## config.mk

```make
export PLATFORM = sky130hd
export DESIGN_NAME = msi_dir_ctrl
export DESIGN_NICKNAME = d
export VERILOG_FILES = /design/src/rtl/msi_pkg.sv /design/src/rtl/msi_dir_store.sv /design/src/rtl/msi_conflict.sv /design/src/rtl/msi_dir_ctrl.sv
export SDC_FILE = /design/constraint.sdc
export NUM_CORES = 1
export LEC_CHECK = 0
export BUFFER_PORTS_ARGS = -buffer_cell sky130_fd_sc_hd__buf_2
export CAP_MARGIN = 15
export CORE_ASPECT_RATIO = 1.25
export CORE_MARGIN = 4
export CORE_UTILIZATION = 25
export CTS_CLUSTER_SIZE = 10
export DETAILED_ROUTE_END_ITERATION = 10
export PLACE_DENSITY = 0.49
export SLEW_MARGIN = 20
export SYNTH_ARGS = -nofsm -noshare
export SYNTH_HDL_FRONTEND = slang
export SYNTH_SLANG_ARGS = --single-unit
```

## constraint.sdc

```tcl
create_clock -name clk -period 4.9 [get_ports clk]
set_input_delay 0.49 -clock clk [delete_from_list [all_inputs] [get_ports clk]]
set_output_delay 0.49 -clock clk [all_outputs]
set_load 0.05 [all_outputs]
```

## src/rtl/msi_pkg.sv

```systemverilog
// Shared types for the MSI directory controller.
// Assumes the state encoding I=0, S=1, M=2 so that numeric order matches M > S > I.
package msi_pkg;
    typedef enum logic [1:0] {ST_I = 2'b00, ST_S = 2'b01, ST_M = 2'b10} msi_t;
    typedef enum logic [2:0] {C_IDLE, C_WB, C_RD, C_RDW, C_SEND} ctl_t;
endpackage

```

## src/rtl/msi_dir_store.sv

```systemverilog
// Compact directory: one state and one tag per core per cache row.
// The read port returns, for every core, the state of rd_addr (I on tag mismatch).
// The single write port can be told to write only when the stored tag matches.
module msi_dir_store
    import msi_pkg::*;
#(
    parameter int N_CORES = 2,
    parameter int ROWS    = 16,
    parameter int ADDR_W  = 16
) (
    input  logic                         clk,
    input  logic                         rst_n,
    input  logic [ADDR_W-1:0]            rd_addr,
    output logic [N_CORES-1:0][1:0]      rd_state,
    input  logic                         wr_en,
    input  logic [$clog2(N_CORES > 1 ? N_CORES : 2)-1:0] wr_core,
    input  logic [ADDR_W-1:0]            wr_addr,
    input  msi_t                         wr_state,
    input  logic                         wr_need_hit
);
    localparam int IDX_W = $clog2(ROWS);
    localparam int TAG_W = ADDR_W - IDX_W;
    localparam int CID_W = $clog2(N_CORES > 1 ? N_CORES : 2);

    logic [IDX_W-1:0] rd_idx, wr_idx;
    logic [TAG_W-1:0] rd_tag, wr_tag;

    assign rd_idx = rd_addr[IDX_W-1:0];
    assign rd_tag = rd_addr[ADDR_W-1:IDX_W];
    assign wr_idx = wr_addr[IDX_W-1:0];
    assign wr_tag = wr_addr[ADDR_W-1:IDX_W];

    for (genvar c = 0; c < N_CORES; c++) begin : g_core
        msi_t             st_q  [ROWS];
        logic [TAG_W-1:0] tag_q [ROWS];
        logic             sel;

        assign sel = wr_en && (wr_core == CID_W'(c)) &&
                     (!wr_need_hit || (tag_q[wr_idx] == wr_tag));

        // Per-core row storage: cleared to I on reset, rewritten on a selected write.
        always_ff @(posedge clk) begin
            if (!rst_n) begin
                for (int r = 0; r < ROWS; r++) begin
                    st_q[r]  <= ST_I;
                    tag_q[r] <= '0;
                end
            end else if (sel) begin
                st_q[wr_idx]  <= wr_state;
                tag_q[wr_idx] <= wr_tag;
            end
        end

        // Derived state: I unless the stored tag names the looked-up line.
        assign rd_state[c] = (tag_q[rd_idx] == rd_tag) ? st_q[rd_idx] : ST_I;
    end
endmodule

```

## src/rtl/msi_conflict.sv

```systemverilog
// Permission check for one upgrade request against all other cores' states.
// Marks each core that blocks the grant and picks the lowest-index blocker
// that has not already been sent a downgrade request.
module msi_conflict
    import msi_pkg::*;
#(
    parameter int N_CORES = 2
) (
    input  logic [N_CORES-1:0][1:0] eff,
    input  logic [$clog2(N_CORES > 1 ? N_CORES : 2)-1:0] req_child,
    input  msi_t                    want,
    input  logic [N_CORES-1:0]      pend,
    output logic                    any_conflict,
    output logic                    issue_any,
    output logic [$clog2(N_CORES > 1 ? N_CORES : 2)-1:0] issue_idx,
    output msi_t                    target
);
    localparam int CID_W = $clog2(N_CORES > 1 ? N_CORES : 2);

    logic [N_CORES-1:0] blk;
    logic [N_CORES-1:0] fresh;

    for (genvar j = 0; j < N_CORES; j++) begin : g_chk
        // A core blocks M unless it is I, and blocks S only while it holds M.
        assign blk[j] = (req_child != CID_W'(j)) &&
                        ((want == ST_M) ? (eff[j] != ST_I) : (eff[j] == ST_M));
    end

    assign fresh        = blk & ~pend;
    assign any_conflict = |blk;
    assign target       = (want == ST_M) ? ST_I : ST_S;

    // Lowest-index blocker that still needs its downgrade request.
    always_comb begin
        issue_any = 1'b0;
        issue_idx = '0;
        for (int j = N_CORES - 1; j >= 0; j--) begin
            if (fresh[j]) begin
                issue_any = 1'b1;
                issue_idx = CID_W'(j);
            end
        end
    end
endmodule

```

## src/rtl/msi_dir_ctrl.sv

```systemverilog
// Parent controller of the MSI protocol. Serves downgrade responses before
// upgrade requests, sends downgrade requests to conflicting cores, writes dirty
// data back and reads line data from memory for requesters holding I.
// Assumes memory answers reads in order, at least one cycle after acceptance,
// and that requests and responses stay at their queue heads until dequeued.
module msi_dir_ctrl
    import msi_pkg::*;
#(
    parameter int N_CORES = 2,
    parameter int ROWS    = 16,
    parameter int ADDR_W  = 16,
    parameter int LINE_W  = 32,
    localparam int CID_W  = $clog2(N_CORES > 1 ? N_CORES : 2)
) (
    input  logic              clk,
    input  logic              rst_n,
    input  logic              in_resp_valid,
    input  logic [CID_W-1:0]  in_resp_child,
    input  logic [ADDR_W-1:0] in_resp_addr,
    input  logic [1:0]        in_resp_state,
    input  logic              in_resp_has_data,
    input  logic [LINE_W-1:0] in_resp_data,
    output logic              in_resp_deq,
    input  logic              in_req_valid,
    input  logic [CID_W-1:0]  in_req_child,
    input  logic [ADDR_W-1:0] in_req_addr,
    input  logic [1:0]        in_req_state,
    output logic              in_req_deq,
    output logic              out_valid,
    input  logic              out_ready,
    output logic              out_is_resp,
    output logic [CID_W-1:0]  out_child,
    output logic [ADDR_W-1:0] out_addr,
    output logic [1:0]        out_state,
    output logic              out_has_data,
    output logic [LINE_W-1:0] out_data,
    output logic              mem_req_valid,
    input  logic              mem_req_ready,
    output logic              mem_req_we,
    output logic [ADDR_W-1:0] mem_req_addr,
    output logic [LINE_W-1:0] mem_req_wdata,
    input  logic              mem_resp_valid,
    input  logic [LINE_W-1:0] mem_resp_data
);
    ctl_t                      st_q;
    logic [N_CORES-1:0]        pend_q;
    logic [CID_W-1:0]          cur_child;
    logic [ADDR_W-1:0]         cur_addr;
    msi_t                      cur_state;

    logic [ADDR_W-1:0]         rd_addr;
    logic [N_CORES-1:0][1:0]   dir_eff;
    logic                      wr_en, wr_need_hit;
    logic [CID_W-1:0]          wr_core;
    logic [ADDR_W-1:0]         wr_addr;
    msi_t                      wr_state;

    logic                      any_conflict, issue_any;
    logic [CID_W-1:0]          issue_idx;
    msi_t                      dg_target;
    logic                      grant_fire, dg_fire;

    msi_dir_store #(.N_CORES(N_CORES), .ROWS(ROWS), .ADDR_W(ADDR_W)) u_dir (
        .clk(clk), .rst_n(rst_n), .rd_addr(rd_addr), .rd_state(dir_eff),
        .wr_en(wr_en), .wr_core(wr_core), .wr_addr(wr_addr),
        .wr_state(wr_state), .wr_need_hit(wr_need_hit)
    );

    msi_conflict #(.N_CORES(N_CORES)) u_cf (
        .eff(dir_eff), .req_child(in_req_child), .want(msi_t'(in_req_state)),
        .pend(pend_q), .any_conflict(any_conflict), .issue_any(issue_any),
        .issue_idx(issue_idx), .target(dg_target)
    );

    assign grant_fire  = (st_q == C_SEND) && out_valid && out_ready && out_is_resp;
    assign dg_fire     = (st_q == C_SEND) && out_valid && out_ready && !out_is_resp;
    assign in_resp_deq = (st_q == C_IDLE) && in_resp_valid;
    assign in_req_deq  = grant_fire;
    assign rd_addr     = (st_q == C_IDLE) ? in_req_addr : cur_addr;

    // Directory write select: response updates (tag-checked) or grant updates.
    always_comb begin
        wr_en       = 1'b0;
        wr_need_hit = 1'b0;
        wr_core     = cur_child;
        wr_addr     = cur_addr;
        wr_state    = cur_state;
        if (in_resp_deq) begin
            wr_en       = 1'b1;
            wr_need_hit = 1'b1;
            wr_core     = in_resp_child;
            wr_addr     = in_resp_addr;
            wr_state    = msi_t'(in_resp_state);
        end else if (grant_fire) begin
            wr_en = 1'b1;
        end
    end

    // Control sequence: response service, permission check, memory access, send.
    always_ff @(posedge clk) begin
        if (!rst_n) begin
            st_q          <= C_IDLE;
            pend_q        <= '0;
            cur_child     <= '0;
            cur_addr      <= '0;
            cur_state     <= ST_I;
            out_valid     <= 1'b0;
            out_is_resp   <= 1'b0;
            out_child     <= '0;
            out_addr      <= '0;
            out_state     <= 2'b00;
            out_has_data  <= 1'b0;
            out_data      <= '0;
            mem_req_valid <= 1'b0;
            mem_req_we    <= 1'b0;
            mem_req_addr  <= '0;
            mem_req_wdata <= '0;
        end else begin
            case (st_q)
                C_IDLE: begin
                    if (in_resp_valid) begin
                        if (in_req_valid && in_resp_addr == in_req_addr)
                            pend_q[in_resp_child] <= 1'b0;
                        if (in_resp_has_data) begin
                            mem_req_valid <= 1'b1;
                            mem_req_we    <= 1'b1;
                            mem_req_addr  <= in_resp_addr;
                            mem_req_wdata <= in_resp_data;
                            st_q          <= C_WB;
                        end
                    end else if (in_req_valid) begin
                        cur_child <= in_req_child;
                        cur_addr  <= in_req_addr;
                        cur_state <= msi_t'(in_req_state);
                        if (!any_conflict) begin
                            if (dir_eff[in_req_child] == ST_I) begin
                                mem_req_valid <= 1'b1;
                                mem_req_we    <= 1'b0;
                                mem_req_addr  <= in_req_addr;
                                st_q          <= C_RD;
                            end else begin
                                out_valid    <= 1'b1;
                                out_is_resp  <= 1'b1;
                                out_child    <= in_req_child;
                                out_addr     <= in_req_addr;
                                out_state    <= in_req_state;
                                out_has_data <= 1'b0;
                                out_data     <= '0;
                                st_q         <= C_SEND;
                            end
                        end else if (issue_any) begin
                            out_valid    <= 1'b1;
                            out_is_resp  <= 1'b0;
                            out_child    <= issue_idx;
                            out_addr     <= in_req_addr;
                            out_state    <= dg_target;
                            out_has_data <= 1'b0;
                            out_data     <= '0;
                            st_q         <= C_SEND;
                        end
                    end
                end
                C_WB: begin
                    if (mem_req_ready) begin
                        mem_req_valid <= 1'b0;
                        st_q          <= C_IDLE;
                    end
                end
                C_RD: begin
                    if (mem_req_ready) begin
                        mem_req_valid <= 1'b0;
                        st_q          <= C_RDW;
                    end
                end
                C_RDW: begin
                    if (mem_resp_valid) begin
                        out_valid    <= 1'b1;
                        out_is_resp  <= 1'b1;
                        out_child    <= cur_child;
                        out_addr     <= cur_addr;
                        out_state    <= cur_state;
                        out_has_data <= 1'b1;
                        out_data     <= mem_resp_data;
                        st_q         <= C_SEND;
                    end
                end
                C_SEND: begin
                    if (out_ready) begin
                        out_valid <= 1'b0;
                        st_q      <= C_IDLE;
                        if (grant_fire) pend_q <= '0;
                        if (dg_fire)    pend_q[out_child] <= 1'b1;
                    end
                end
                default: st_q <= C_IDLE;
            endcase
        end
    end
endmodule

```

Word-level counts from Yosys, hierarchy flattened
Memories as Yosys holds them, arrays and structs flattened.
Index checks and enable logic that the tools add are counted.
Widths: inputs -> output; s select.
- register bits: 128
- bits in latches: 0
- RAM bits: 448
- ROM bits: 0
- output and inout bits: 106
- memories: 4
- memory list (name ; depth ; bits a word ; rd ports ; clocked after Yosys merged registers in ; write ports ; line ; RTL):
    u_dir.g_core[0].tag_q ; 16 ; 12 ; 2 ; 0 ; 16 ; msi_dir_store.sv:35 ; logic [TAG_W-1:0] tag_q [ROWS];
    u_dir.g_core[1].tag_q ; 16 ; 12 ; 2 ; 0 ; 16 ; msi_dir_store.sv:35 ;
    u_dir.g_core[0].st_q ; 16 ; 2 ; 1 ; 0 ; 16 ; msi_dir_store.sv:34 ; msi_t st_q [ROWS];
    u_dir.g_core[1].st_q ; 16 ; 2 ; 1 ; 0 ; 16 ; msi_dir_store.sv:34 ;
- $add $sub $neg: 0
- multipliers: 0
- div/mod/pow operators: 0
- $lt $le $gt $ge: 5
- equality and inequality tests: 30
- shift operators: 0
- muxes and demuxes: 122
- bitwise logic cells: 8
- reduce and logical (&&, ||, !) cells: 42
- operators by type and width (cell ; count):
    $mux 16 ; 13
    $mux 32 ; 6
    $pmux 32 s2 ; 1
    $mux 1 ; 54
    $eq 12x12->1 ; 4
    $mux 2 ; 21
    $pmux 16 s2 ; 1
    $mux 3 ; 10
    $mux 12 ; 2
    $reduce_or 12->1 ; 2
    $eq 16x16->1 ; 1
    $mux 4 ; 4
    $ne 2x2->1 const B ; 8
    $ne 3x3->1 const B ; 5
    $pmux 3 s5 ; 1
    $logic_and 1x1->1 ; 14
    $reduce_and 7->1 ; 2
    $reduce_bool 2->1 ; 7
    $reduce_and 6->1 ; 2
    $pmux 1 s2 ; 4
    $pmux 2 s2 ; 2
    $reduce_or 2->1 ; 4
    $eq 2x2->1 const B ; 3
    $eq 3x2->1 const B ; 2
    21 further kinds ; 34

Depth between registers and ports, before layout
An unclocked memory read counts as a cell.
- word-level depth: 16
- mapped depth: 20

By module
Synthesis repeated with hierarchy kept, for this count alone.
- cells, all modules: 2487
- area, all modules: 31820.5 µm²
- by module, submodules not included (module ; times used ; cells each ; area each (µm²) ; seq. area each (µm²)):
    msi_dir_store ; 1 ; 1813 ; 26185.1 ; 13452.9
    msi_dir_ctrl ; 1 ; 664 ; 5544.1 ; 2562.5
    msi_conflict ; 1 ; 10 ; 91.3 ; 0.0

Worst setup path after synthesis
OpenSTA, ideal clock, no wires.
- path type: register to register
- from: register st_q[2]
- to: memory u_dir.g_core[1].st_q[13][0] in the netlist's numbering (enable)
- setup time: 0.361 ns
- data arrival time: 4.397 ns
- required time: 4.539 ns
- path slack: 0.142 ns
- cell stages (with the launch flop): 14
- period minus slack after synthesis: 4.758 ns
- path through: dfxtp_1 -> buf_6 -> or4b_1 -> buf_2 -> clkinv_2 -> clkbuf_1 -> buf_1 -> mux2i_1 -> xnor2_1 -> nor4_1 -> a32o_1 -> nand2_1 -> clkbuf_1 -> nand2_1
- RTL lines (item ; line ; RTL):
    start: declaration ; msi_dir_ctrl.sv:45 ; ctl_t st_q;
    start signal: assignment ; msi_dir_ctrl.sv:102 ; st_q <= C_IDLE;
    start signal: assignment ; msi_dir_ctrl.sv:129 ; st_q <= C_WB;
    start signal: assignment ; msi_dir_ctrl.sv:140 ; st_q <= C_RD;
    end: declaration ; msi_dir_store.sv:34 ;

Worst setup path after layout
- from: register st_q[0]
- to: register out_addr[0]
- cells in the longest elaborated chain, start to end: 13
- elaborated cells between the ends (all ways): 37
- ends and longest elaborated chain (item ; line ; RTL):
    $logic_not 3->1 ; msi_dir_ctrl.sv:79, msi_dir_ctrl.sv:119 ;
    $mux 16 ; msi_dir_ctrl.sv:79 ; assign rd_addr = (st_q == C_IDLE) ? in_req_addr : cur_addr;
    $mem_v2 16x12 ; - ;
    $eq 12x12->1 ; msi_dir_store.sv:55 ; assign rd_state[c] = (tag_q[rd_idx] == rd_tag) ? st_q[rd_idx] : ST_I;
    $mux 2 ; msi_dir_store.sv:55 ;
    $eq 2x2->1 / $reduce_bool 2->1 (equally long branches) ; msi_conflict.sv:26 ; ((want == ST_M) ? (eff[j] != ST_I) : (eff[j] == ST_M));
    $mux 1 ; msi_conflict.sv:26 ;
    $logic_and 1x1->1 ; msi_conflict.sv:25 ; assign blk[j] = (req_child != CID_W'(j)) &&
    $and 2x2->2 / $reduce_or 2->1 (equally long branches) ; msi_conflict.sv:29, msi_conflict.sv:30 ;
    $mux 1 / $mux 16 (equally long branches) ; msi_conflict.sv:38, msi_dir_ctrl.sv:135 ;
    $mux 1 / $mux 16 (equally long branches) ; msi_conflict.sv:38, msi_dir_ctrl.sv:131 ;
    $ne 3x3->1 (no source line) / $mux 16 (equally long branches) ; - ;
    $reduce_and 6->1 (no source line) / $pmux 16 s2 (equally long branches) ; - ;
    end signal: assignment ; msi_dir_ctrl.sv:145 ; out_addr <= in_req_addr;
    end signal: assignment ; msi_dir_ctrl.sv:155 ; out_addr <= in_req_addr;
    end signal: assignment ; msi_dir_ctrl.sv:180 ; out_addr <= cur_addr;
    end: declaration ; msi_dir_ctrl.sv:33 ; output logic [ADDR_W-1:0] out_addr,
Several ways; a longest one is shown, not always the timed one. The select of a mux whose other input is x is not followed.
A chain may end at the register's enable or synchronous reset.

==> results.ini <==
[run_status]
run_status=finished, final reports clean

[power_and_ir_drop]
peakVddDrop_mv=0.242
p_total_mw=15.0
power.density_mw_per_mm2=377
p_leak_nw=14.2

[setup_path]
cp_slowest_cell=nor4b_4
critical_path.endpoint_type=register
arrival_ns=5.41
cp.required_ns=5.44
cpPeakStageDelay_ns=0.58
path_cells=buf_4, buf_4, nor4b_4, o211ai_1, a21oi_1, nor4_1, a311o_1, nor4_1, buf_4, nand3b_1, or4_4, o22ai_2, buf_4, nor3_1, a311oi_1
cpLargestDelayFamily=simple AND/OR/NAND/NOR gates
ff2ff_setup_slack_ns=0.03
start_kind=register
path_max_fanout=17
path_class=register to register
crit_top_cell=buf_4
path_buf_inv=4

[global_route]
grt_pass1_vias=25900
grt_pass1_wl_um=193000
grt_max_degree=61
gr-total-overflow=0
antenna_found_initial=2
grt.total_usage_pct=19.2

[clock_network]
path_clk_slew_ns=0.07
post-cts-setup-buffers=0
htree_levels=3
clk_path_buf_depth=3
ctsHoldBuffers=0
cts_root_buf=clkbuf_16
cts_tree=done
clock-sinks=576
clkLatencyLatePin_ns=0.66
cts_buffers=69

[final_layout]
instances_no_fill=4895
mostFrequentLayoutCells=edfxtp_1, nor2_1, nand2_1
nets=3254
fin_area_mm2=0.0397
final_core_util_pct=30.5
final_common_cell=edfxtp_1
drive_above_1_share_pct=31.1
area_delta_synth_final_pct=20.9

[route]
routed_via_density=5.37
drt_wl_total_um=136000
dr.pass1.iters=6
drc=0
drt_iter0_markers=2748
ant_nets=0
vias=26271
wl_per_cell_um=27.7

[timing]
tns_ns=0
period_share_pct=99.4
fmax_mhz=205
worst_slew_pin_slew_ns=0.985
worst_slack_ns=0.0284
hold_ws_ns=0.0593
setup_viol=0
final-max-slew-violation-count=0
period_needed_ns=4.87
rsz0062_at_grt=no
hold_viol=0
skew_ns=0.0316
relSlewSlack_pct=32.4

[placed_design]
place_hpwl_um=98500
pre_cts_ws_ns=-0.0381
port_buffers=215
dpl.cell_count=4798
placed_cell_area_mm2=0.0378
gp_congestion=0.936

[floorplan]
ios=216
dieHeight_um=413
dieArea_mm2=0.137
fp-row-count=148
core_area_mm2=0.130
initial_core_util_pct=25.2
dieWidth_um=332

[synth]
yosysSeqAreaShare_pct=48.8
synth-main-ff-cell=edfxtp_1
synth_seq_cells=576
synth_nets=2949
synth_cell_types=90
synth_area_mm2=0.0328
synthCells=2839
postSynthAreaPerCell_um2=11.6
yosys_warnings=0
synth_edf_count=448
async_flop_share_pct=0

[job]
cap_violations=0

[worst_hold_path]
hold_class=input port to register

-- state kept, by name, indices dropped and copies added (netlist names) --
signal,cells
out_has_data,1
cur_addr,16
st_q,3
out_valid,1
out_is_resp,1
cur_state,2
mem_req_we,1
u_dir.g_core.st_q,64
u_dir.g_core.tag_q,384
cur_child,1
out_data,32
mem_req_wdata,32
out_addr,16
pend_q,2
out_state,2
out_child,1
mem_req_valid,1
mem_req_addr,16
-- report_power, final --
part / switching [mW] / total [mW] / leakage [nW] / internal (mW)
sequential: 0.171 / 5.62 / 5.67 / 5.45
combinational: 3.01 / 4.70 / 7.66 / 1.69
clock: 2.06 / 4.65 / 0.919 / 2.59
-- final timing paths --
kind                        to  depth (start not counted)              start
max                out_addr[0]                         15            st_q[0]
min                out_data[9]                          2   mem_resp_data[9]
min reg2reg  mem_req_wdata[10]                          2  mem_req_wdata[10]
max reg2reg        out_addr[0]                         15            st_q[0]
-- cell families after synthesis --
family / synth area share, %
buffers and inverters: 4.80
muxes: 20.3
DFF: 48.8
and+or+nand+nor: 14.3
AOI/OAI and AO/OA: 10.2
xor gates and xnor gates: 1.65
-- final cells by class --
| cell class | count | area [um2] |
|---|---|---|
| repair buffers | 516 | 4060 |
| diodes | 2 | 5.00 |
| clock buffers | 86 | 1810 |
| fillers | 13351 | 90600 |
| clock inverters | 9 | 82.6 |
| multi-input cells | 1969 | 15500 |
| flip-flops and latches | 576 | 16000 |
| well taps | 1725 | 2160 |
| inverters | 12 | 46.3 |
-- metal layers --
layer / wire (um) / share of wire (%) / global-route usage [%]
met5: 0 / 0 / 0
met4: 10400 / 7.7 / 13.2
met2: 63800 / 47 / 31.9
met1: 51100 / 38 / 22.8
met3: 10500 / 7.7 / 3.27
-- cell usage after synthesis, types with 7 or more instances --
master / instances / area [um2]
o211ai_1: 7 / 52.6
a21oi_1: 105 / 526
nor3_1: 48 / 240
a211oi_1: 28 / 210
o31a_1: 12 / 105
mux4_2: 199 / 4480
nand2_1: 278 / 1040
xor2_1: 20 / 175
buf_6: 31 / 349
nand2b_1: 7 / 43.8
buf_1: 13 / 48.8
a32o_1: 34 / 340
mux2_2: 37 / 417
o311a_1: 17 / 170
o221ai_1: 8 / 70.1
nor2_1: 436 / 1640
and3_1: 18 / 113
buf_4: 23 / 173
nand4_1: 16 / 100
a311oi_1: 10 / 87.6
a21boi_0: 7 / 52.6
o31ai_1: 11 / 82.6
nand2_4: 16 / 180
o21ai_0: 64 / 320
o22ai_1: 73 / 457
inv_1: 10 / 37.5
mux2i_1: 165 / 1650
buf_2: 63 / 315
nor2_2: 74 / 463
o2111ai_1: 7 / 61.3
a221oi_1: 8 / 70.1
clkbuf_1: 146 / 548
dfxtp_1: 128 / 2560
nor4_1: 15 / 93.8
nor2b_1: 21 / 131
edfxtp_1: 448 / 13500
nand3_1: 49 / 245
xnor2_1: 42 / 368
a31oi_1: 23 / 144
-- what timing repair did --
item | CTS | global route
cloned | 0 | 0
endpoints found under the setup margin | 66 | 68
gates resized for setup | 1 | 7
hold endpoints to repair | 0 | 0
No activity file was read; power rests on OpenSTA's default activity.
